**src/rtl/fe_pkg.sv**
```systemverilog
package fe_pkg;

    typedef enum logic [1:0] {
        PH_FILL0 = 2'd0,
        PH_FILL1 = 2'd1,
        PH_RUN   = 2'd2
    } phase_e;

    typedef enum logic [1:0] {
        ST_NONE  = 2'd0,
        ST_SKIP  = 2'd1,
        ST_ADV   = 2'd2,
        ST_FLUSH = 2'd3
    } step_e;

    typedef struct packed {
        logic n;
        logic z;
        logic c;
        logic v;
    } nzcv_t;

    localparam int INSN_W = 32;
    localparam int IDX_W  = 12;

    function automatic logic cc_eval(input logic [3:0] cc, input nzcv_t f);
        logic r;
        case (cc)
            4'd0:    r = f.z;
            4'd1:    r = !f.z;
            4'd2:    r = f.c;
            4'd3:    r = !f.c;
            4'd4:    r = f.n;
            4'd5:    r = !f.n;
            4'd6:    r = f.v;
            4'd7:    r = !f.v;
            4'd8:    r = f.c && !f.z;
            4'd9:    r = !f.c || f.z;
            4'd10:   r = (f.n == f.v);
            4'd11:   r = (f.n != f.v);
            4'd12:   r = !f.z && (f.n == f.v);
            4'd13:   r = f.z || (f.n != f.v);
            4'd14:   r = 1'b1;
            default: r = 1'b0;
        endcase
        return r;
    endfunction

    function automatic logic [IDX_W-1:0] disp_idx(input logic [INSN_W-1:0] w,
                                                  input logic half);
        return half ? {2'b00, w[15:6]} : {w[27:20], w[7:4]};
    endfunction

endpackage

```
**src/rtl/fe_cond_eval.sv**
```systemverilog
module fe_cond_eval
    import fe_pkg::*;
(
    input  logic [3:0] cc,
    input  nzcv_t      flg,
    input  logic       half,
    output logic       pass
);
    // 16-bit state issues unconditionally; 32-bit state tests the field
    assign pass = half ? 1'b1 : cc_eval(cc, flg);
endmodule

```
**src/rtl/fe_prefetch_buf.sv**
```systemverilog
module fe_prefetch_buf #(
    parameter int W = 32
) (
    input  logic         clk,
    input  logic         rst,
    input  logic         wr_first,
    input  logic         wr_second,
    input  logic         shift,
    input  logic [W-1:0] din,
    output logic [W-1:0] oldest
);
    logic [W-1:0] slot0, slot1;

    always_ff @(posedge clk) begin
        if (rst) begin
            slot0 <= '0;
            slot1 <= '0;
        end else if (shift) begin
            slot0 <= slot1;
            slot1 <= din;
        end else begin
            if (wr_first)  slot0 <= din;
            if (wr_second) slot1 <= din;
        end
    end

    assign oldest = slot0;
endmodule

```
**src/rtl/fe_pc_ctrl.sv**
```systemverilog
module fe_pc_ctrl
    import fe_pkg::*;
#(
    parameter int               ADDR_W    = 32,
    parameter logic [ADDR_W-1:0] RESET_VEC = '0
) (
    input  logic              clk,
    input  logic              rst,
    input  logic              fire,
    input  logic              half,
    input  step_e             step,
    input  logic              exec_seq,
    input  logic [ADDR_W-1:0] target,
    output phase_e            phase,
    output logic [ADDR_W-1:0] pc,
    output logic              seq_tag
);
    localparam logic [ADDR_W-1:0] STEP32 = ADDR_W'(4);
    localparam logic [ADDR_W-1:0] STEP16 = ADDR_W'(2);

    logic              nseq;
    logic [ADDR_W-1:0] isz;

    assign isz = half ? STEP16 : STEP32;

    always_ff @(posedge clk) begin
        if (rst) begin
            phase <= PH_FILL0;
            pc    <= RESET_VEC;
            nseq  <= 1'b0;
        end else if (fire) begin
            case (phase)
                PH_FILL0: begin
                    pc    <= pc + isz;
                    phase <= PH_FILL1;
                end
                PH_FILL1: begin
                    pc    <= pc + isz;
                    phase <= PH_RUN;
                    nseq  <= 1'b1;
                end
                default: begin
                    case (step)
                        ST_SKIP: begin
                            pc   <= pc + STEP32;
                            nseq <= 1'b0;
                        end
                        ST_ADV: begin
                            pc   <= pc + isz;
                            nseq <= exec_seq;
                        end
                        ST_FLUSH: begin
                            pc    <= target;
                            phase <= PH_FILL0;
                        end
                        default: ;
                    endcase
                end
            endcase
        end
    end

    always_comb begin
        case (phase)
            PH_FILL0: seq_tag = 1'b0;
            PH_FILL1: seq_tag = 1'b1;
            default:  seq_tag = nseq;
        endcase
    end
endmodule

```
**src/rtl/fe_issue_ctrl.sv**
```systemverilog
module fe_issue_ctrl
    import fe_pkg::*;
#(
    parameter int               ADDR_W    = 32,
    parameter logic [ADDR_W-1:0] RESET_VEC = '0
) (
    input  logic              clk,
    input  logic              rst,
    output logic              fetch_valid,
    input  logic              fetch_ready,
    output logic [ADDR_W-1:0] fetch_addr,
    output logic              fetch_seq,
    input  logic [31:0]       fetch_rdata,
    input  logic              half_mode,
    input  logic [3:0]        flags,
    output logic              issue_valid,
    output logic              issue_skip,
    output logic [31:0]       issue_insn,
    output logic [11:0]       issue_idx,
    output logic [ADDR_W-1:0] issue_pc,
    input  logic              exec_flush,
    input  logic              exec_seq,
    input  logic [ADDR_W-1:0] exec_target
);
    localparam logic [ADDR_W-1:0] LAG32 = ADDR_W'(8);
    localparam logic [ADDR_W-1:0] LAG16 = ADDR_W'(4);

    phase_e            phase;
    step_e             step;
    logic [ADDR_W-1:0] pc;
    logic [INSN_W-1:0] oldest;
    logic              fire, run_fire, pass;

    assign fetch_valid = !rst;
    assign fire        = fetch_valid && fetch_ready;
    assign run_fire    = fire && (phase == PH_RUN);

    fe_pc_ctrl #(.ADDR_W(ADDR_W), .RESET_VEC(RESET_VEC)) u_pc (
        .clk(clk), .rst(rst), .fire(fire), .half(half_mode), .step(step),
        .exec_seq(exec_seq), .target(exec_target),
        .phase(phase), .pc(pc), .seq_tag(fetch_seq)
    );

    fe_prefetch_buf #(.W(INSN_W)) u_buf (
        .clk(clk), .rst(rst),
        .wr_first(fire && (phase == PH_FILL0)),
        .wr_second(fire && (phase == PH_FILL1)),
        .shift(run_fire), .din(fetch_rdata), .oldest(oldest)
    );

    fe_cond_eval u_cond (
        .cc(oldest[31:28]), .flg(nzcv_t'(flags)), .half(half_mode), .pass(pass)
    );

    always_comb begin
        if (!run_fire)       step = ST_NONE;
        else if (!pass)      step = ST_SKIP;
        else if (exec_flush) step = ST_FLUSH;
        else                 step = ST_ADV;
    end

    assign fetch_addr  = {pc[ADDR_W-1:2], half_mode & pc[1], 1'b0};
    assign issue_valid = run_fire && pass;
    assign issue_skip  = run_fire && !pass;
    assign issue_insn  = half_mode ? {16'h0000, oldest[15:0]} : oldest;
    assign issue_idx   = disp_idx(oldest, half_mode);
    assign issue_pc    = pc - (half_mode ? LAG16 : LAG32);


    issue_excl_chk: assert property (@(posedge clk) disable iff (rst)
        $onehot0({issue_valid, issue_skip}));


    stall_quiet_chk: assert property (@(posedge clk) disable iff (rst)
        !fetch_ready |-> (!issue_valid && !issue_skip));


    skip_nonseq_chk: assert property (@(posedge clk) disable iff (rst)
        issue_skip |=> !fetch_seq);


    skip_step4_chk: assert property (@(posedge clk) disable iff (rst)
        issue_skip |=> (fetch_addr == $past(fetch_addr) + ADDR_W'(4)));


    adv_tag_chk: assert property (@(posedge clk) disable iff (rst)
        (issue_valid && !exec_flush) |=> (fetch_seq == $past(exec_seq)));


    flush_redirect_chk: assert property (@(posedge clk) disable iff (rst)
        (issue_valid && exec_flush) |=>
            (!fetch_seq && !issue_valid && !issue_skip &&
             fetch_addr[ADDR_W-1:2] == $past(exec_target[ADDR_W-1:2])));


    half_noskip_chk: assert property (@(posedge clk) disable iff (rst)
        half_mode |-> !issue_skip);
endmodule

```
**config.mk**
```make
export PLATFORM = sky130hd
export DESIGN_NAME = fe_issue_ctrl
export DESIGN_NICKNAME = d
export VERILOG_FILES = /design/src/rtl/fe_pkg.sv /design/src/rtl/fe_cond_eval.sv /design/src/rtl/fe_prefetch_buf.sv /design/src/rtl/fe_pc_ctrl.sv /design/src/rtl/fe_issue_ctrl.sv
export SDC_FILE = /design/constraint.sdc
export NUM_CORES = 1
export LEC_CHECK = 0
export BUFFER_PORTS_ARGS = -buffer_cell sky130_fd_sc_hd__buf_2
export CORE_ASPECT_RATIO = 1.1
export CORE_UTILIZATION = 51
export CTS_BUF_LIST = sky130_fd_sc_hd__clkbuf_4 sky130_fd_sc_hd__clkbuf_8
export DETAILED_ROUTE_END_ITERATION = 10
export GPL_TIMING_DRIVEN = 1
export PLACE_DENSITY = 0.78
export SYNTH_ARGS = -nofsm -noshare
export SYNTH_HDL_FRONTEND = slang
export SYNTH_SLANG_ARGS = --single-unit
export TNS_END_PERCENT = 1
```
**constraint.sdc**
```tcl
create_clock -name clk -period 6.57 [get_ports clk]
set_input_delay 0.657 -clock clk [delete_from_list [all_inputs] [get_ports clk]]
set_output_delay 0.657 -clock clk [all_outputs]
set_load 0.005 [all_outputs]
```
Word-level counts from Yosys, hierarchy flattened
Index checks and enable logic that the tools add are counted.

Register bits: 99. Input port bits: 74. Output and inout bits: 112. Word-level logic and storage cells: 78.

$add $sub $neg: 3. Eq/ne operators: 21. Mux-type cells: 20. Bitwise operators: 2. Reductions and logical operators: 27.

Operators by type and width (number): $mux W32 (6); $pmux W32 S3 (1); $add A32 B3 Y32 const B (1); $add A32 B32 Y32 (1); $sub A32 B4 Y32 (1); $eq A4 B4 Y1 const B (7); $eq A4 B3 Y1 const B (4); $pmux W1 S15 (1); $mux W12 (1); $eq A4 B2 Y1 const B (2); $logic_and A1 B1 Y1 (8); $eq A2 B2 Y1 const B (3); $logic_not A1 Y1 (6); $mux W2 (3); $pmux W1 S2 (3); $reduce_bool A3 Y1 (2); $eq A2 B1 Y1 const B (2); $eq A4 B1 Y1 const B (1); $logic_not A4 Y1 (1); $mux W4 (1); $pmux W2 S2 (1); $reduce_and A2 Y1 (2); $reduce_bool A2 Y1 (2); $reduce_bool A4 Y1 (1); other kinds (10) (12).

Longest topological paths before layout
Gate-level depths: netlist (run 1).

Depth in word-level cells: 9. Gate-level depth with buffers: 12. Depth with buffers taken out: 11.

Hierarchy
A second synthesis (run 1) with hierarchy kept.

Cell total of the unflattened synthesis: 896. Area, all modules: 7365.8 um^2.

Modules (own cells, without submodules): fe_pc_ctrl (times used 1, cells an instance 456, area an instance 3335.7 um^2, sequential area each 700.7 um^2); fe_prefetch_buf (times used 1, cells an instance 288, area an instance 2975.4 um^2, sequential area each 1281.2 um^2); fe_issue_ctrl (times used 1, cells an instance 127, area an instance 885.8 um^2, sequential area each 0.0 um^2); fe_cond_eval (times used 1, cells an instance 25, area an instance 168.9 um^2, sequential area each 0.0 um^2).

Least setup slack after synthesis (run 1)
No wires, ideal clock.

Kind: input to output. Start point: input half_mode. End point: output issue_pc[30]. Data arrival time: 2838 ps. Required time: 5913 ps. Path slack: 3075 ps. Cell stages on the path: 10. Path buffers: 0. Path through: ha_1 > inv_1 > fa_1 > or3_1 > nor3_1 > nand3_1 > nor2_1 > nand3b_1 > nor4_1 > xor2_1.

Word-level cells in the longest chain between the ends: 2.

RTL lines: from (decl) (line fe_issue_ctrl.sv:14) `input logic half_mode,`; $mux W4 (line fe_issue_ctrl.sv:67) `assign issue_pc = pc - (half_mode ? LAG16 : LAG32);`; $sub A32 B4 Y32 (line fe_issue_ctrl.sv:67); to (decl) (line fe_issue_ctrl.sv:20) `output logic [ADDR_W-1:0] issue_pc,`.

No other way between the ends.

Worst setup path in the final report (run 1)
Ends and elaborated chain as after synthesis.

==> summary.md, run 1 <==
| Metric | Value |
|---|---|
| Num rows | `44` |
| Drt first pass iters | `5` |
| H-tree depth | `3` |
| Seq/Total Area, Yosys | `28.15%` |
| Chip width | `between 100 and 150 um` |
| Highest cell delay on the worst timing path | `roughly 0.55 ns` |
| Synth cell count leaders | `nand2_1, dfxtp_1, nor2_1` |
| Die area | `0.01428 mm2` |
| Die Ht | `125.2 um` |
| Mapped Cells | `944` |
| Synth cell types | `75` |
| Total gr overflow | `0` |
| Vias in the first global route | `6353` |
| Status | `finished, final reports clean` |
| Clock sinks | `99` |
| Final WL | `~21000 um` |
| Net switching power | `about 0.46 mW` |
| Clk pin slew, worst setup/hold paths | `0.10 ns` |
| Final Hold Fails | `0` |
| Post-DP HPWL | `14090 um` |
| Most numerous cell in the Yosys netlist | `nand2_1` |
| Critical path peak fanout | `33` |
| Critical path, cell by cell | `buf_2 > ha_1 > inv_1 > fa_1 > or3_1 > nor3_1 > nand3_1 > nor2_1 > nand3b_1 > nor4_1 > xor2_1 > buf_2` |
| Most common flop cell mapped by yosys | `dfxtp_1` |
| Core ar. | `0.01332 mm2` |
| Yosys top cell by area | `dfxtp_1` |
| Antenna-violating nets left | `0` |
| RSZ-0062 raised after global routing | `false` |
| Gr usage total | `28.92%` |
| Crit Path Category | `in -> out` |
| Post_cts resized | `0` |
| CP required | `5.91 ns` |
| Share of cells above drive strength 1 | `22.61%` |
| Initial antenna violation count | `2` |
| Mapped cell area | `0.007039 mm2` |
| Internal power | `0.9487 mW` |
| Clk_skew | `0.01658 ns` |
| Yosys Warn Count | `0` |
| Max Cap Violations | `0` |
| Setup violators final | `0` |
| Max Fclk | `213.7 MHz` |
| Worst-margin pin slew | `1.033 ns` |
| Critical-path top delay cell | `buf_2` |
| Initial Util | `a little over half` |
| Fin Setup TNS | `0 ns` |
| Area Growth Syn to Fin | `12.94%` |
| Hold slack final | `0.4593 ns` |
| Final nets | `1120` |
| Input/output buffers | `184` |
| Share of Yosys cell area claimed by the top area cell type | `between 20% and 30%` |
| Mapped Nets | `1025` |
| Core Util, Final | `59.67%` |
| Final worst-path cycle share | `71.21%` |
| CTS buffer count | `9` |
| Asr flop ratio synth | `0%` |
| CP Launch Type | `input port` |
| Place WS | `between 1.5 and 2 ns` |
| Largest net degree at the start of global routing | `between 70 and 80` |
| Synthesized area per cell | `7.457 um2` |
| Worst min path class | `reg -> reg` |
| Vias | `7227` |
| WP buf/inv | `3` |
| Combinational Power Share | `22.5%` |
| Max Slew Vio Count | `0` |
| # IOs | `186` |
| CTS tree | `yes` |
| Clk buf depth | `2` |
| CTS hold repair buffers | `0` |
| DRC | `0` |
| Worst path arrival time | `between 4 and 5 ns` |
| Pwr Total | `1.404 mW` |
| Vias/cell | `5.880` |
| Wire per inst | `approximately 17 um` |
| Sw Ratio | `between 30% and 40%` |
| Sequential power share | `46.7%` |
| Most frequent CP cell | `buf_2` |
| Area contributors post-synth | `dfxtp_1, nand2_1, mux2i_1, xnor2_1, a21oi_1` |
| First-pass GRT wire length | `32880 um` |
| GP Congestion | `roughly 0.92` |
| Maximum vdd drop | `between 0.15 and 0.2 mV` |
| Setup crit end kind | `primary output` |
| Max_slew headroom | `30.79%` |
| Lkg Pwr | `about 3.1 nW` |
| Fin worst setup slack | `roughly 1.9 ns` |
| Pwr dens | `around 180 mW/mm2` |
| EDFF count, synth | `0` |
| Post-CTS setup buffer count | `0` |
| Register bit total from synthesis | `around 100` |
| Power share of the clock group | `a little under a third` |
| Top delay family on crit path | `simple AND/OR/NAND/NOR gates` |
| Min cycle time layout | `4.679 ns` |
| Worst skew pair latency | `0.40 ns` |
| Root cell of the clock tree | `clkbuf_8` |
| Number of DRC markers in iteration 0 | `558` |
==> metal layers <==
| layer | track usage [%] | routed length [um] |
|---|---|---|
| met4 | 11.31 | 488 |
| met2 | 48.06 | 10020 |
| met3 | 6.108 | 1973 |
| met1 | 36.36 | 8274 |
| met5 | 0 | 10 |
==> flip-flops by register name, summed over array words and instances (netlist names) <==
| register | cells |
|---|---|
| u_buf.oldest | 32 |
| u_buf.slot1 | 32 |
| u_pc.nseq | 1 |
| u_pc.pc | 32 |
| u_pc.phase | 2 |
==> logic make-up after synthesis <==
family	after synthesis	synth area share, %
buf+inv	124	8.247
flops	99	28.15
xor+xnor	62	7.714
mux	43	6.399
compound gates	216	20.30
fa+ha+maj	7	1.458
other cells	1	0.05327
simple gates	392	27.67
==> path summary, 6_finish.rpt <==
| path | start | to | slack (ns) | cells past startpoint |
|---|---|---|---|---|
| worst min-delay path | u_buf.slot1[27] | u_buf.slot1[27] | 0.46 | 2 |
| worst min register to register | u_buf.slot1[27] | u_buf.slot1[27] | 0.46 | 2 |
| worst max-delay path | half_mode | issue_pc[30] | 1.89 | 12 |
| worst max register to register | u_pc.pc[1] | u_pc.pc[13] | 3.21 | 10 |
==> stage by stage <==
step	cells	area (um2)
floorplan	944	7039
global placement	1212	7737
detailed placement	1212	7737
CTS	1228	7948
global route	1228	7948
finish	1229	7950
==> layout by cell type, fill, tap and decap left out, types with 32 or more instances in the layout <==
cell	netlist	final
o21ai_0	39	39
nor2_1	72	72
nor3_1	34	34
xnor2_1	36	36
nand2_1	126	126
a211oi_1	32	32
dfxtp_1	99	98
a21oi_1	59	59
nand3_1	41	41
mux2i_1	36	36
buf_2	14	184
==> worst min-delay path: stages (launching register included) <==
cell and delay (ns):
dfxtp_1 0.32, nand2_1 0.05, a21oi_1 0.05
==> power groups by stage <==
stage / sequential [mW] / clock [mW] / combinational, mW
after CTS: 0.655 / 0.435 / 0.318
after detailed placement: 0.669 / 0 / 0.317
after floorplan: 0.652 / 0 / 0.222
after global placement: 0.668 / 0 / 0.312
final: 0.656 / 0.432 / 0.316
after global routing: 0.660 / 0.455 / 0.350
==> layout make-up <==
| type | count | area (um2) |
|---|---|---|
| fillers | 1275 | 5373 |
| multi-input cells | 721 | 4484 |
| flip-flops and latches | 99 | 1986 |
| repair buffers | 191 | 973.4 |
| well taps | 184 | 230.2 |
| clock buffers | 9 | 123.9 |
| clock inverters | 7 | 86.33 |
| inverters | 17 | 63.81 |
| diodes | 1 | 2.502 |
No activity file was read; power rests on OpenSTA's default activity.
==> run 2, diff against run 1 <==
- CORE_UTILIZATION: 51 -> 50
- PLACE_DENSITY: 0.78 -> 0.79
- clock period: 6.57 -> 3.8 ns (I/O delays scaled with it)
==> run 2 against run 1 <==
Compared with the run above: via count up 2.3%; clock skew is 0.0048 ns higher; cell area up 1.9%; non-clock buffer count rose by 15; utilization is 0.93 points lower; combinational power increased by 77%.
==> summary.md, run 2 (synthesis gave the netlist of run 1 again) <==
| Metric | Value |
|---|---|
| Worst min path class | `in -> reg` |
| Chip width | `115.1 um (+0.98%)` |
| First-pass GRT wire length | `33540 um (+2.0%)` |
| Placed Instance Area | `0.007868 mm2 (+1.7%)` |
| Wire per inst | `17.06 um (+0.96%)` |
| Initial Util | `51.03% (-1.8 points)` |
| Met3 global-route usage | `6.211% (+0.10 points)` |
| Clk pin slew, worst setup/hold paths | `0.12 ns (+0.02 ns)` |
| Sw Ratio | `33.81% (+1.4 points)` |
| Final nets | `1135 (+1.3%)` |
| Fin worst setup slack | `0.2281 ns (-1.663 ns)` |
| Internal power | `1.597 mW (+68%)` |
| Clk_skew | `0.02136 ns (+0.004773 ns)` |
| Fin cells | `1248 (+1.5%)` |
| Dpl cells | `1231 (+1.6%)` |
| Max Slew Vio Count | `0 (unchanged)` |
| Largest net degree at the start of global routing | `75 (unchanged)` |
| Commonest non-fill, non-tap cells in the layout | `buf_2, nand2_1, dfxtp_1, nor2_1, a21oi_1` |
| DRC | `0 (unchanged)` |
| Power share of the clock group | `29.7% (-1.1 points)` |
| GRT busiest layer | `met2` |
| CP Launch Type | `flop` |
| Final instance area | `0.008103 mm2 (+1.9%)` |
| Number of DRC markers in iteration 0 | `569 (+2.0%)` |
| Initial antenna violation count | `2 (unchanged)` |
| Lkg Pwr | `3.223 nW (+2.9%)` |
| CTS buffer count | `9 (unchanged)` |
| Drt first pass iters | `6 (+1)` |
| Crit Path Category | `reg -> out` |
| Antenna-violating nets left | `0 (unchanged)` |
| Total gr overflow | `0 (unchanged)` |
| Critical path peak fanout | `9 (-73%)` |
| Met1 usage | `34.14% (-2.2 points)` |
| CP required | `3.42 ns (-2.49 ns)` |
| Root cell of the clock tree | `clkbuf_8` |
| Clock sinks | `99 (unchanged)` |
| Worst path arrival time | `3.19 ns (-0.83 ns)` |
| Num rows | `45 (+2.3%)` |
| Final worst-path cycle share | `94.00%` |
| Status | `finished, final reports clean` |
| Setup violators final | `0 (unchanged)` |
| Worst-margin pin slew | `0.8350 ns (-0.1982 ns)` |
| Die Ht | `126.4 um (+0.98%)` |
| Setup crit end kind | `primary output` |
| Post-DP HPWL | `14800 um (+5.1%)` |
| Pwr dens | `297.7 mW/mm2 (+69%)` |
| Gr usage total | `29.05% (+0.13 points)` |
| Vias/cell | `5.925 (+0.75%)` |
| Net switching power | `0.8155 mW (+79%)` |
| Sequential power share | `47.1% (+0.4 points)` |
| Clk buf depth | `2 (unchanged)` |
| Max Cap Violations | `0 (unchanged)` |
| Final WL | `21290 um (+2.5%)` |
| Area Growth Syn to Fin | `15.11%` |
| H-tree depth | `3 (unchanged)` |
| # IOs | `186 (unchanged)` |
| Worst skew pair latency | `0.40 ns (about the same)` |
| Max_slew headroom | `43.82% (+13 points)` |
| Max Fclk | `280.0 MHz` |
| Min cycle time layout | `around 3.6 ns` |
| Vias | `7394 (+2.3%)` |
| Vias in the first global route | `6672 (+5.0%)` |
| Combinational Power Share | `23.2% (+0.7 points)` |
| Maximum vdd drop | `0.2453 mV (+44%)` |
| Hold slack final | `0.2177 ns (-0.2416 ns)` |
| Post-CTS setup buffer count | `0 (unchanged)` |
| Core ar. | `0.01379 mm2 (+3.5%)` |
| Die area | `0.01456 mm2 (+2.0%)` |
| Share of cells above drive strength 1 | `24.17% (+1.6 points)` |
| Met2 Use GR | `50.28% (+2.2 points)` |
| Input/output buffers | `184 (unchanged)` |
| Place WS | `0.2976 ns (-1.540 ns)` |
| Commonest non-fill, non-tap cell in the layout | `buf_2` |
| GP Congestion | `0.9572 (+4.2%)` |
| Final Hold Fails | `0 (unchanged)` |
| CTS tree | `yes` |
## run 2: changes by cell type in the layout (fill, tap and decap cells not counted), sizes merged
cell      change
buf          +15
bufinv        -1
clkinv        +1
inv           +1
clkinvlp      -1
## run 2: per-stage QoR
| stage | setup TNS, ns | utilization, % | power, mW |
|---|---|---|---|
| 4_1_cts | 0 | 58.58 | 2.415 |
| 3_3_place_gp | 0 | 57.03 | 1.702 |
| 2_1_floorplan | 0 | - | 1.512 |
| 5_1_grt | -0.005576 | 58.74 | 2.529 |
| 6_report | 0 | 58.74 | 2.412 |
| 3_5_place_dp | 0 | 57.03 | 1.713 |
## run 2: timing repair
item	CTS	global route
hold buffers	0	0
resized for setup	2	4
endpoints found under the setup margin	1	4
## run 2: worst paths after layout
| kind | endpoint | cells past startpoint | slack, ns | startpoint |
|---|---|---|---|---|
| min reg2reg | u_pc.pc[0] | 2 | 0.46 | u_pc.pc[0] |
| max | issue_pc[30] | 12 | 0.23 | u_pc.pc[2] |
| min | u_buf.slot1[5] | 3 | 0.22 | fetch_rdata[5] |
| max reg2reg | u_pc.pc[28] | 9 | 0.64 | u_pc.pc[2] |
## run 2: area by class of cell
type | count | area [um2]
diodes | 1 | 2.502
clock buffers | 9 | 123.9
fillers | 1314 | 5692
inverters | 17 | 63.81
clock inverters | 7 | 81.33
multi-input cells | 721 | 4512
repair buffers | 206 | 1099
flip-flops and latches | 99 | 1986
well taps | 188 | 235.2
## run 2: critical path, cell delays in order (launching register included)
cell and delay (ns):
dfxtp_1 0.41, inv_1 0.14, ha_1 0.15, inv_1 0.09, fa_1 0.41, or3_1 0.40, nor3_2 0.19, nand3_2 0.21
nor2_4 0.17, nand3b_1 0.12, nor4_2 0.19, xor2_1 0.17, buf_2 0.13
## run 2: power groups by stage
stage / clock network, mW / registers (mW) / logic, mW
after floorplan: 0 / 1.13 / 0.384
after global placement: 0 / 1.16 / 0.545
after detailed placement: 0 / 1.16 / 0.553
after CTS: 0.722 / 1.14 / 0.557
after global routing: 0.768 / 1.14 / 0.617
final: 0.717 / 1.14 / 0.558
## run 2: layer usage
metal,part of all wire [%],vias to the layer above
met5,0.047,-
met4,3.5,2
met3,8.2,61
met2,49,340
met1,39,3446
li1,-,3545
